`config.mk`:
```
export PLATFORM = sky130hd
export DESIGN_NAME = dbg_wr_handler
export DESIGN_NICKNAME = d
export VERILOG_FILES = /design/src/rtl/dbg_wr_pkg.sv /design/src/rtl/dbg_cmd_seq.sv /design/src/rtl/dbg_wr_arb.sv /design/src/rtl/dbg_regfile.sv /design/src/rtl/dbg_wr_handler.sv
export SDC_FILE = /design/constraint.sdc
export NUM_CORES = 1
export LEC_CHECK = 0
export BUFFER_PORTS_ARGS = -buffer_cell sky130_fd_sc_hd__buf_2
export CAP_MARGIN = 20
export CELL_PAD_IN_SITES_DETAIL_PLACEMENT = 1
export CELL_PAD_IN_SITES_GLOBAL_PLACEMENT = 2
export CORE_MARGIN = 3
export CORE_UTILIZATION = 48
export CTS_CLUSTER_SIZE = 25
export DETAILED_ROUTE_END_ITERATION = 6
export PLACE_DENSITY_LB_ADDON = 0.1
export SLEW_MARGIN = 30
export SYNTH_ARGS = -nofsm -noshare
export SYNTH_HDL_FRONTEND = slang
export SYNTH_SLANG_ARGS = --single-unit
```
`constraint.sdc`:
```
create_clock -name clk -period 3.7 [get_ports clk]
set_input_delay 0.555 -clock clk [delete_from_list [all_inputs] [get_ports clk]]
set_output_delay 0.555 -clock clk [all_outputs]
set_load 0.005 [all_outputs]
```
`src/rtl/dbg_wr_pkg.sv`:
```
package dbg_wr_pkg;
  localparam int WORD_W  = 16;
  localparam int DATA_W  = 2 * WORD_W;
  localparam int REPLY_W = WORD_W + 1;

  localparam logic [REPLY_W-1:0] RPL_NOT_READY = 17'h10000;
  localparam logic [REPLY_W-1:0] RPL_ILLEGAL   = 17'h1FFFF;
  localparam logic [REPLY_W-1:0] RPL_COMPLETE  = 17'h0FFFF;

  localparam logic [3:0] OPC_GROUP = 4'h2;
  localparam logic [3:0] OPC_KIND  = 4'hC;
  localparam logic [2:0] OPC_SUB   = 3'b100;

  typedef enum logic [1:0] {
    ST_CMD = 2'd0,
    ST_MSW = 2'd1,
    ST_LSW = 2'd2
  } seq_state_e;

  function automatic logic is_wr_cmd(input logic [WORD_W-1:0] w);
    return (w[15:12] == OPC_GROUP) && (w[11:8] == OPC_KIND) && (w[7:5] == OPC_SUB);
  endfunction
endpackage

```
`src/rtl/dbg_cmd_seq.sv`:
```
module dbg_cmd_seq
  import dbg_wr_pkg::*;
#(
  parameter int IDX_W = 5
) (
  input  logic               clk,
  input  logic               rst,
  input  logic               link_valid,
  input  logic [WORD_W-1:0]  link_word,
  output logic [REPLY_W-1:0] reply_word,
  output logic               ser_req,
  output logic [IDX_W-1:0]   ser_idx,
  output logic [DATA_W-1:0]  ser_data
);
  seq_state_e         state_q;
  logic [REPLY_W-1:0] reply_q;
  logic [WORD_W-1:0]  hi_q;
  logic               cmd_hit;

  assign cmd_hit    = is_wr_cmd(link_word);
  assign reply_word = reply_q;

  always_ff @(posedge clk) begin
    if (rst) begin
      state_q  <= ST_CMD;
      reply_q  <= RPL_NOT_READY;
      hi_q     <= '0;
      ser_req  <= 1'b0;
      ser_idx  <= '0;
      ser_data <= '0;
    end else begin
      ser_req <= 1'b0;
      if (link_valid) begin
        unique case (state_q)
          ST_CMD: begin
            if (cmd_hit) begin
              ser_idx <= link_word[IDX_W-1:0];
              state_q <= ST_MSW;
              reply_q <= RPL_NOT_READY;
            end else begin
              reply_q <= RPL_ILLEGAL;
            end
          end
          ST_MSW: begin
            hi_q    <= link_word;
            state_q <= ST_LSW;
            reply_q <= RPL_NOT_READY;
          end
          ST_LSW: begin
            ser_data <= {hi_q, link_word};
            ser_req  <= 1'b1;
            reply_q  <= RPL_COMPLETE;
            state_q  <= ST_CMD;
          end
          default: state_q <= ST_CMD;
        endcase
      end
    end
  end

  assert_cmd_accept_R1: assert property (@(posedge clk) disable iff (rst)
    (link_valid && state_q == ST_CMD && cmd_hit) |=> (reply_q == RPL_NOT_READY && state_q == ST_MSW));

  assert_msw_reply_R2: assert property (@(posedge clk) disable iff (rst)
    (link_valid && state_q == ST_MSW) |=> (reply_q == RPL_NOT_READY && state_q == ST_LSW));

  assert_done_reply_R3: assert property (@(posedge clk) disable iff (rst)
    ser_req |-> (reply_q == RPL_COMPLETE));

  assert_illegal_R5: assert property (@(posedge clk) disable iff (rst)
    (link_valid && state_q == ST_CMD && !cmd_hit) |=> (reply_q == RPL_ILLEGAL && !ser_req && state_q == ST_CMD));

  assert_reply_hold_R10: assert property (@(posedge clk) disable iff (rst)
    !link_valid |=> $stable(reply_q));

  assert_reset_state_R9: assert property (@(posedge clk)
    rst |=> (reply_q == RPL_NOT_READY && state_q == ST_CMD && !ser_req));
endmodule

```
`src/rtl/dbg_wr_arb.sv`:
```
module dbg_wr_arb #(
  parameter int IDX_W  = 5,
  parameter int DATA_W = 32
) (
  input  logic              clk,
  input  logic              rst,
  input  logic              ser_req,
  input  logic [IDX_W-1:0]  ser_idx,
  input  logic [DATA_W-1:0] ser_data,
  input  logic              sclk_idle,
  input  logic              cpu_req,
  input  logic [IDX_W-1:0]  cpu_idx,
  input  logic [DATA_W-1:0] cpu_data,
  output logic              cpu_ack,
  output logic              rf_we,
  output logic [IDX_W-1:0]  rf_idx,
  output logic [DATA_W-1:0] rf_data
);
  logic cpu_ok;

  assign cpu_ok = cpu_req && sclk_idle && !ser_req;

  always_ff @(posedge clk) begin
    if (rst) begin
      rf_we   <= 1'b0;
      cpu_ack <= 1'b0;
      rf_idx  <= '0;
      rf_data <= '0;
    end else begin
      rf_we   <= ser_req || cpu_ok;
      cpu_ack <= cpu_ok;
      if (ser_req) begin
        rf_idx  <= ser_idx;
        rf_data <= ser_data;
      end else if (cpu_ok) begin
        rf_idx  <= cpu_idx;
        rf_data <= cpu_data;
      end
    end
  end

  assert_serial_first_R8: assert property (@(posedge clk) disable iff (rst)
    ser_req |=> (rf_we && !cpu_ack && rf_idx == $past(ser_idx) && rf_data == $past(ser_data)));

  assert_strobe_pulse_R3: assert property (@(posedge clk) disable iff (rst)
    (ser_req && !cpu_req) |=> ##1 (rf_we == $past(cpu_ok)));

  assert_idle_gate_R7: assert property (@(posedge clk) disable iff (rst)
    cpu_ack |-> ($past(sclk_idle) && $past(cpu_req) && rf_we));

  assert_reset_quiet_R9: assert property (@(posedge clk)
    rst |=> (!rf_we && !cpu_ack));
endmodule

```
`src/rtl/dbg_regfile.sv`:
```
module dbg_regfile #(
  parameter int NUM_REGS   = 32,
  parameter int DATA_W     = 32,
  parameter int STATUS_IDX = 0,
  localparam int IDX_W     = $clog2(NUM_REGS)
) (
  input  logic              clk,
  input  logic              rst,
  input  logic              we,
  input  logic [IDX_W-1:0]  widx,
  input  logic [DATA_W-1:0] wdata,
  input  logic [IDX_W-1:0]  ridx,
  output logic [DATA_W-1:0] rdata,
  output logic [DATA_W-1:0] status
);
  logic [DATA_W-1:0]   mem [NUM_REGS];
  logic [DATA_W-1:0]   mem_rd_q;
  logic [NUM_REGS-1:0] valid_q;
  logic                vld_rd_q;
  logic                hit_status;

  assign hit_status = we && (widx == IDX_W'(STATUS_IDX));
  assign rdata      = vld_rd_q ? mem_rd_q : '0;

  always_ff @(posedge clk) begin
    if (we) mem[widx] <= wdata;
    mem_rd_q <= mem[ridx];
  end

  always_ff @(posedge clk) begin
    if (rst) begin
      valid_q  <= '0;
      vld_rd_q <= 1'b0;
      status   <= '0;
    end else begin
      vld_rd_q <= valid_q[ridx];
      if (we) valid_q[widx] <= 1'b1;
      if (hit_status) status <= wdata;
    end
  end

  assert_status_copy_R6: assert property (@(posedge clk) disable iff (rst)
    hit_status |=> (status == $past(wdata)));

  assert_status_keep_R6: assert property (@(posedge clk) disable iff (rst)
    !hit_status |=> $stable(status));

  assert_reset_clear_R9: assert property (@(posedge clk)
    rst |=> (valid_q == '0 && status == '0));
endmodule

```
`src/rtl/dbg_wr_handler.sv`:
```
module dbg_wr_handler
  import dbg_wr_pkg::*;
#(
  parameter int NUM_REGS   = 32,
  parameter int STATUS_IDX = 0,
  localparam int IDX_W     = $clog2(NUM_REGS)
) (
  input  logic               clk,
  input  logic               rst,
  input  logic               link_valid,
  input  logic [WORD_W-1:0]  link_word,
  output logic [REPLY_W-1:0] reply_word,
  input  logic               sclk_idle,
  input  logic               cpu_wr_req,
  input  logic [IDX_W-1:0]   cpu_wr_idx,
  input  logic [DATA_W-1:0]  cpu_wr_data,
  output logic               cpu_wr_ack,
  output logic               rf_we,
  output logic [IDX_W-1:0]   rf_idx,
  output logic [DATA_W-1:0]  rf_wdata,
  input  logic [IDX_W-1:0]   rd_idx,
  output logic [DATA_W-1:0]  rd_data,
  output logic [DATA_W-1:0]  status_reg
);
  logic              ser_req;
  logic [IDX_W-1:0]  ser_idx;
  logic [DATA_W-1:0] ser_data;

  dbg_cmd_seq #(.IDX_W(IDX_W)) u_seq (
    .clk        (clk),
    .rst        (rst),
    .link_valid (link_valid),
    .link_word  (link_word),
    .reply_word (reply_word),
    .ser_req    (ser_req),
    .ser_idx    (ser_idx),
    .ser_data   (ser_data)
  );

  dbg_wr_arb #(.IDX_W(IDX_W), .DATA_W(DATA_W)) u_arb (
    .clk       (clk),
    .rst       (rst),
    .ser_req   (ser_req),
    .ser_idx   (ser_idx),
    .ser_data  (ser_data),
    .sclk_idle (sclk_idle),
    .cpu_req   (cpu_wr_req),
    .cpu_idx   (cpu_wr_idx),
    .cpu_data  (cpu_wr_data),
    .cpu_ack   (cpu_wr_ack),
    .rf_we     (rf_we),
    .rf_idx    (rf_idx),
    .rf_data   (rf_wdata)
  );

  dbg_regfile #(.NUM_REGS(NUM_REGS), .DATA_W(DATA_W), .STATUS_IDX(STATUS_IDX)) u_rf (
    .clk    (clk),
    .rst    (rst),
    .we     (rf_we),
    .widx   (rf_idx),
    .wdata  (rf_wdata),
    .ridx   (rd_idx),
    .rdata  (rd_data),
    .status (status_reg)
  );
endmodule

```
==> impl_metrics.prom <==
# TYPE chip_impl_metric gauge
chip_impl_metric{name="drt_wl_total",unit="um"} 124400
chip_impl_metric{name="fin_crit",unit="ps"} 2597
chip_impl_metric{name="syn_inst",unit=""} 2276
chip_impl_metric{name="drtIter0Drc",unit=""} 2558
chip_impl_metric{name="timing.final.hold_violations",unit=""} 0
chip_impl_metric{name="ys_seq_area_share",unit="%"} 75.16
chip_impl_metric{name="worst_vdd_rail_ir_drop",unit="mV"} 0.5817
chip_impl_metric{name="clock_sink_count",unit=""} 1218
chip_impl_metric{name="area_delta_synth_final",unit="%"} 16.45
chip_impl_metric{name="num_rows",unit=""} 113
chip_impl_metric{name="final.setup.worst_slack",unit="ps"} 1103
chip_impl_metric{name="post_synth.cell_area_avg",unit="sq um"} 20.25
chip_impl_info{name="tritoncts",value="yes"} 1
chip_impl_info{name="cell_taking_the_most_area_after_synthesis",value="edfxtp_1"} 1
chip_impl_metric{name="max_clock_freq",unit="MHz"} 385.0
chip_impl_metric{name="power-per-cell-area",unit="mW/mm^2"} 537.6
chip_impl_metric{name="grt_pass1_vias",unit=""} 24681
chip_impl_metric{name="mapped_nets",unit=""} 2346
chip_impl_metric{name="gp_congestion",unit=""} 0.7337
chip_impl_metric{name="finalSetupViolations",unit=""} 0
chip_impl_metric{name="boundaryPins",unit=""} 183
chip_impl_metric{name="multi_input_comb_area",unit="sq mm"} 0.01100
chip_impl_metric{name="synth.yosys.warnings",unit=""} 0
chip_impl_metric{name="routed_wl_per_cell",unit="um"} 31.59
chip_impl_metric{name="number_of_antenna_violations_at_the_first_check_in_global_routing",unit=""} 1
chip_impl_metric{name="crit_path_max_fanout",unit=""} 23
chip_impl_metric{name="die_h",unit="um"} 315.8
chip_impl_metric{name="worst-endpoint-required",unit="ps"} 3140
chip_impl_metric{name="final_net_count",unit=""} 2642
chip_impl_metric{name="p_leak",unit="uW"} 0.01666
chip_impl_metric{name="numCtsBuffers",unit=""} 130
chip_impl_metric{name="initial_core_util",unit="%"} 48.43
chip_impl_metric{name="n_fill_cell",unit=""} 8285
chip_impl_info{name="synth_commonest_cells",value="edfxtp_1 (1,024), mux4_2 (326), dfxtp_1 (194)"} 1
chip_impl_info{name="yosys_most_used_dff",value="edfxtp_1"} 1
chip_impl_metric{name="synth_seq_cells",unit=""} 1218
chip_impl_info{name="status",value="finished, final reports clean"} 1
chip_impl_metric{name="grt_max_degree",unit=""} 68
chip_impl_info{name="post_synth_main_area_contributors",value="edfxtp_1 (67%), mux4_2 (16%), dfxtp_1 (8.4%)"} 1
chip_impl_info{name="min_to",value="u_seq.ser_data[6]"} 1
chip_impl_metric{name="fin_tns_setup",unit="ps"} 0
chip_impl_info{name="unrepaired_setup_endpoints_after_global_routing",value="no"} 1
chip_impl_metric{name="yosysUniqueCellTypes",unit=""} 37
chip_impl_metric{name="finalCritPeriodShare",unit="%"} 70.20
chip_impl_metric{name="post_dp_hpwl",unit="um"} 68030
chip_impl_metric{name="clkSlewWorstSetupHoldPaths",unit="ps"} 60
chip_impl_metric{name="tightestPinTransition",unit="ps"} 910.5
chip_impl_metric{name="post_cts_hold_buffer_count",unit=""} 0
chip_impl_metric{name="rr_worst_depth",unit=""} 3
chip_impl_metric{name="post_cts.resized_instances",unit=""} 0
chip_impl_metric{name="async_flop_share",unit="%"} 0
chip_impl_metric{name="max_cap_violations",unit=""} 0
chip_impl_metric{name="via_count",unit=""} 23375
chip_impl_info{name="timing.critical_path.from_type",value="flop"} 1
chip_impl_metric{name="hold_path_cell_cnt",unit=""} 3
chip_impl_metric{name="global_route.overflow_total",unit=""} 0
chip_impl_metric{name="drt-vias-per-instance",unit=""} 5.934
chip_impl_metric{name="worstSkewPairLatency",unit="ps"} 740
chip_impl_metric{name="cp_data_arrival_time",unit="ps"} 2040
chip_impl_metric{name="ctsHtreeMaxLevel",unit=""} 4
chip_impl_info{name="min-delay-start",value="link_word[6]"} 1
chip_impl_metric{name="worst_slew_margin_rel",unit="%"} 39.30
chip_impl_metric{name="die-area",unit="sq mm"} 0.09976
chip_impl_metric{name="yosys.area.top_type_share",unit="%"} 66.73
chip_impl_metric{name="cts_setup_buffers",unit=""} 0
chip_impl_info{name="register_ranked_first_by_flip_flop_count",value="u_rf.mem"} 1
chip_impl_metric{name="ant_diodes",unit=""} 0
chip_impl_metric{name="largest_reg_flops",unit=""} 1024
chip_impl_metric{name="worst_path_largest_cell_delay",unit="ps"} 720
chip_impl_info{name="timing.hold.worst.class",value="input port to flop"} 1
chip_impl_metric{name="first_pass_grt_wire_length",unit="um"} 178500
chip_impl_metric{name="fin_skew",unit="ps"} 31.06
chip_impl_info{name="timing.critical_path.cells",value="buf_4 > and2_1 > buf_2"} 1
chip_impl_metric{name="seq_area",unit="sq mm"} 0.03464
chip_impl_metric{name="dieWidth",unit="um"} 315.8
chip_impl_info{name="synth_most_common_cell",value="edfxtp_1"} 1
chip_impl_metric{name="finalMaxSlewViolations",unit=""} 0
chip_impl_metric{name="first_pass_iters",unit=""} 5
chip_impl_metric{name="share_of_post_route_cells_with_drive_strength_above_1",unit="%"} 34.93
chip_impl_metric{name="design.core.area",unit="sq mm"} 0.09515
chip_impl_metric{name="grt_usage",unit="%"} 25.49
chip_impl_info{name="crit_type",value="flop to output port"} 1
chip_impl_metric{name="clock_tree.buffer_depth",unit=""} 3
chip_impl_info{name="crit_path_end_kind",value="output port"} 1
chip_impl_info{name="cts-root-buf",value="clkbuf_16"} 1
chip_impl_metric{name="total_standard_cell_area_after_synthesis",unit="sq mm"} 0.04608
chip_impl_metric{name="portBuffers",unit=""} 182
chip_impl_metric{name="synth-edff-count",unit=""} 1024
chip_impl_metric{name="reg2reg_slack",unit="ps"} 1190
chip_impl_metric{name="dp_slack",unit="ps"} 564.0
chip_impl_metric{name="detail_route.drc_violations",unit=""} 0
chip_impl_info{name="regToRegEndpoint",value="u_rf.mem[11][15]"} 1
chip_impl_info{name="crit_slowest_cell",value="dfxtp_4"} 1
chip_impl_info{name="worst_r2r_startpoint",value="u_arb.rf_idx[3]"} 1
chip_impl_metric{name="postRouteAntennaNets",unit=""} 0
## power breakdown
group / switching (uW) / internal, uW / leakage [uW]
combinational: 667 / 558 / 0.00453
sequential: 82.8 / 14900 / 0.0101
clock: 5250 / 7360 / 0.00204
## layout make-up
cell class / count / share of cell area, %
flip-flops and latches: 1218 / 64.56
clock buffers: 172 / 6.704
multi-input cells: 912 / 20.51
repair buffers: 305 / 4.206
well taps: 1265 / 2.950
clock inverters: 62 / 1.040
inverters: 5 / 0.03731
## worst max-delay path: cells and delay by family, from the launching register on
kind                   cells  cell delay (ps)
flip-flops                 1              720
AND/OR/NAND/NOR            1              160
buffers and inverters      2              420
## worst max-delay path by stage
| stage | startpoint | to | slack, ps | cells past startpoint |
|---|---|---|---|---|
| 2_1_floorplan | u_arb.rf_we | u_rf.mem[28][0] | 880 | 3 |
| 3_3_place_gp | rd_idx[0] | u_rf.mem_rd_q[3] | 570 | 5 |
| 3_5_place_dp | rd_idx[0] | u_rf.mem_rd_q[3] | 560 | 5 |
| 4_1_cts | u_rf.vld_rd_q | rd_data[20] | 700 | 3 |
| 5_1_grt | u_rf.vld_rd_q | rd_data[20] | 990 | 3 |
| 6_report | u_rf.vld_rd_q | rd_data[20] | 1100 | 3 |
## per-layer routing
metal  global-route usage, %  part of all wire [%]  up-vias
met4                   7.723                   2.5        0
met3                   4.732                   6.6      173
li1                        -                     -     9718
met5                       0                     0        -
met1                   35.57                    42    12623
met2                   41.33                    49      861
## kinds of logic (layout without fill, tap and decap cells)
group	count (synthesis)	count (layout)	share of synthesized area (%)
adder cells (fa/ha/maj)	7	7	0.1901
flip-flops	1218	1218	75.16
multiplexers	443	443	18.67
AO/OA/AOI/OAI	93	93	1.070
buffers and inverters	146	544	1.491
AND/OR/NAND/NOR	369	369	3.424
## cells in the final DEF (no fill, tap or decap), types with 2 or more instances in the layout
cell,synthesis,layout
ha_1,7,7
nand2_1,166,165
clkbuf_8,0,8
dfxtp_2,0,4
inv_6,0,4
buf_2,30,177
a21oi_1,84,84
clkinv_1,1,19
clkbuf_1,66,29
clkinv_4,0,2
nor2_4,0,31
dfxtp_1,194,189
inv_1,4,4
nor2b_1,2,2
clkinv_8,0,5
clkbuf_16,0,135
mux2i_1,45,45
nor2_1,142,110
mux4_2,326,326
nor3b_1,2,2
buf_8,0,3
a211o_1,2,2
buf_4,21,94
edfxtp_1,1024,1024
and2_1,34,34
bufinv_16,0,7
clkinv_2,0,24
buf_12,0,31
or3b_2,4,4
a2111oi_0,2,2
o21ai_0,2,2
nand3_1,2,2
mux2_2,72,72
nand3b_1,8,8
## stage by stage
step | hold slack (ps) | total power [uW] | cell area (sq um) | util [%] | instances
6_report | 112.7 | 28850 | 53660 | 56.40 | 3939
3_3_place_gp | 442.7 | 16520 | 49490 | 52.01 | 3705
5_1_grt | 80.27 | 29830 | 53660 | 56.40 | 3939
2_1_floorplan | 432.1 | 16050 | 46080 | - | 2276
3_5_place_dp | 444.9 | 16550 | 49500 | 52.02 | 3705
4_1_cts | 56.92 | 29150 | 53660 | 56.39 | 3939
No activity file was read; power rests on OpenSTA's default activity.
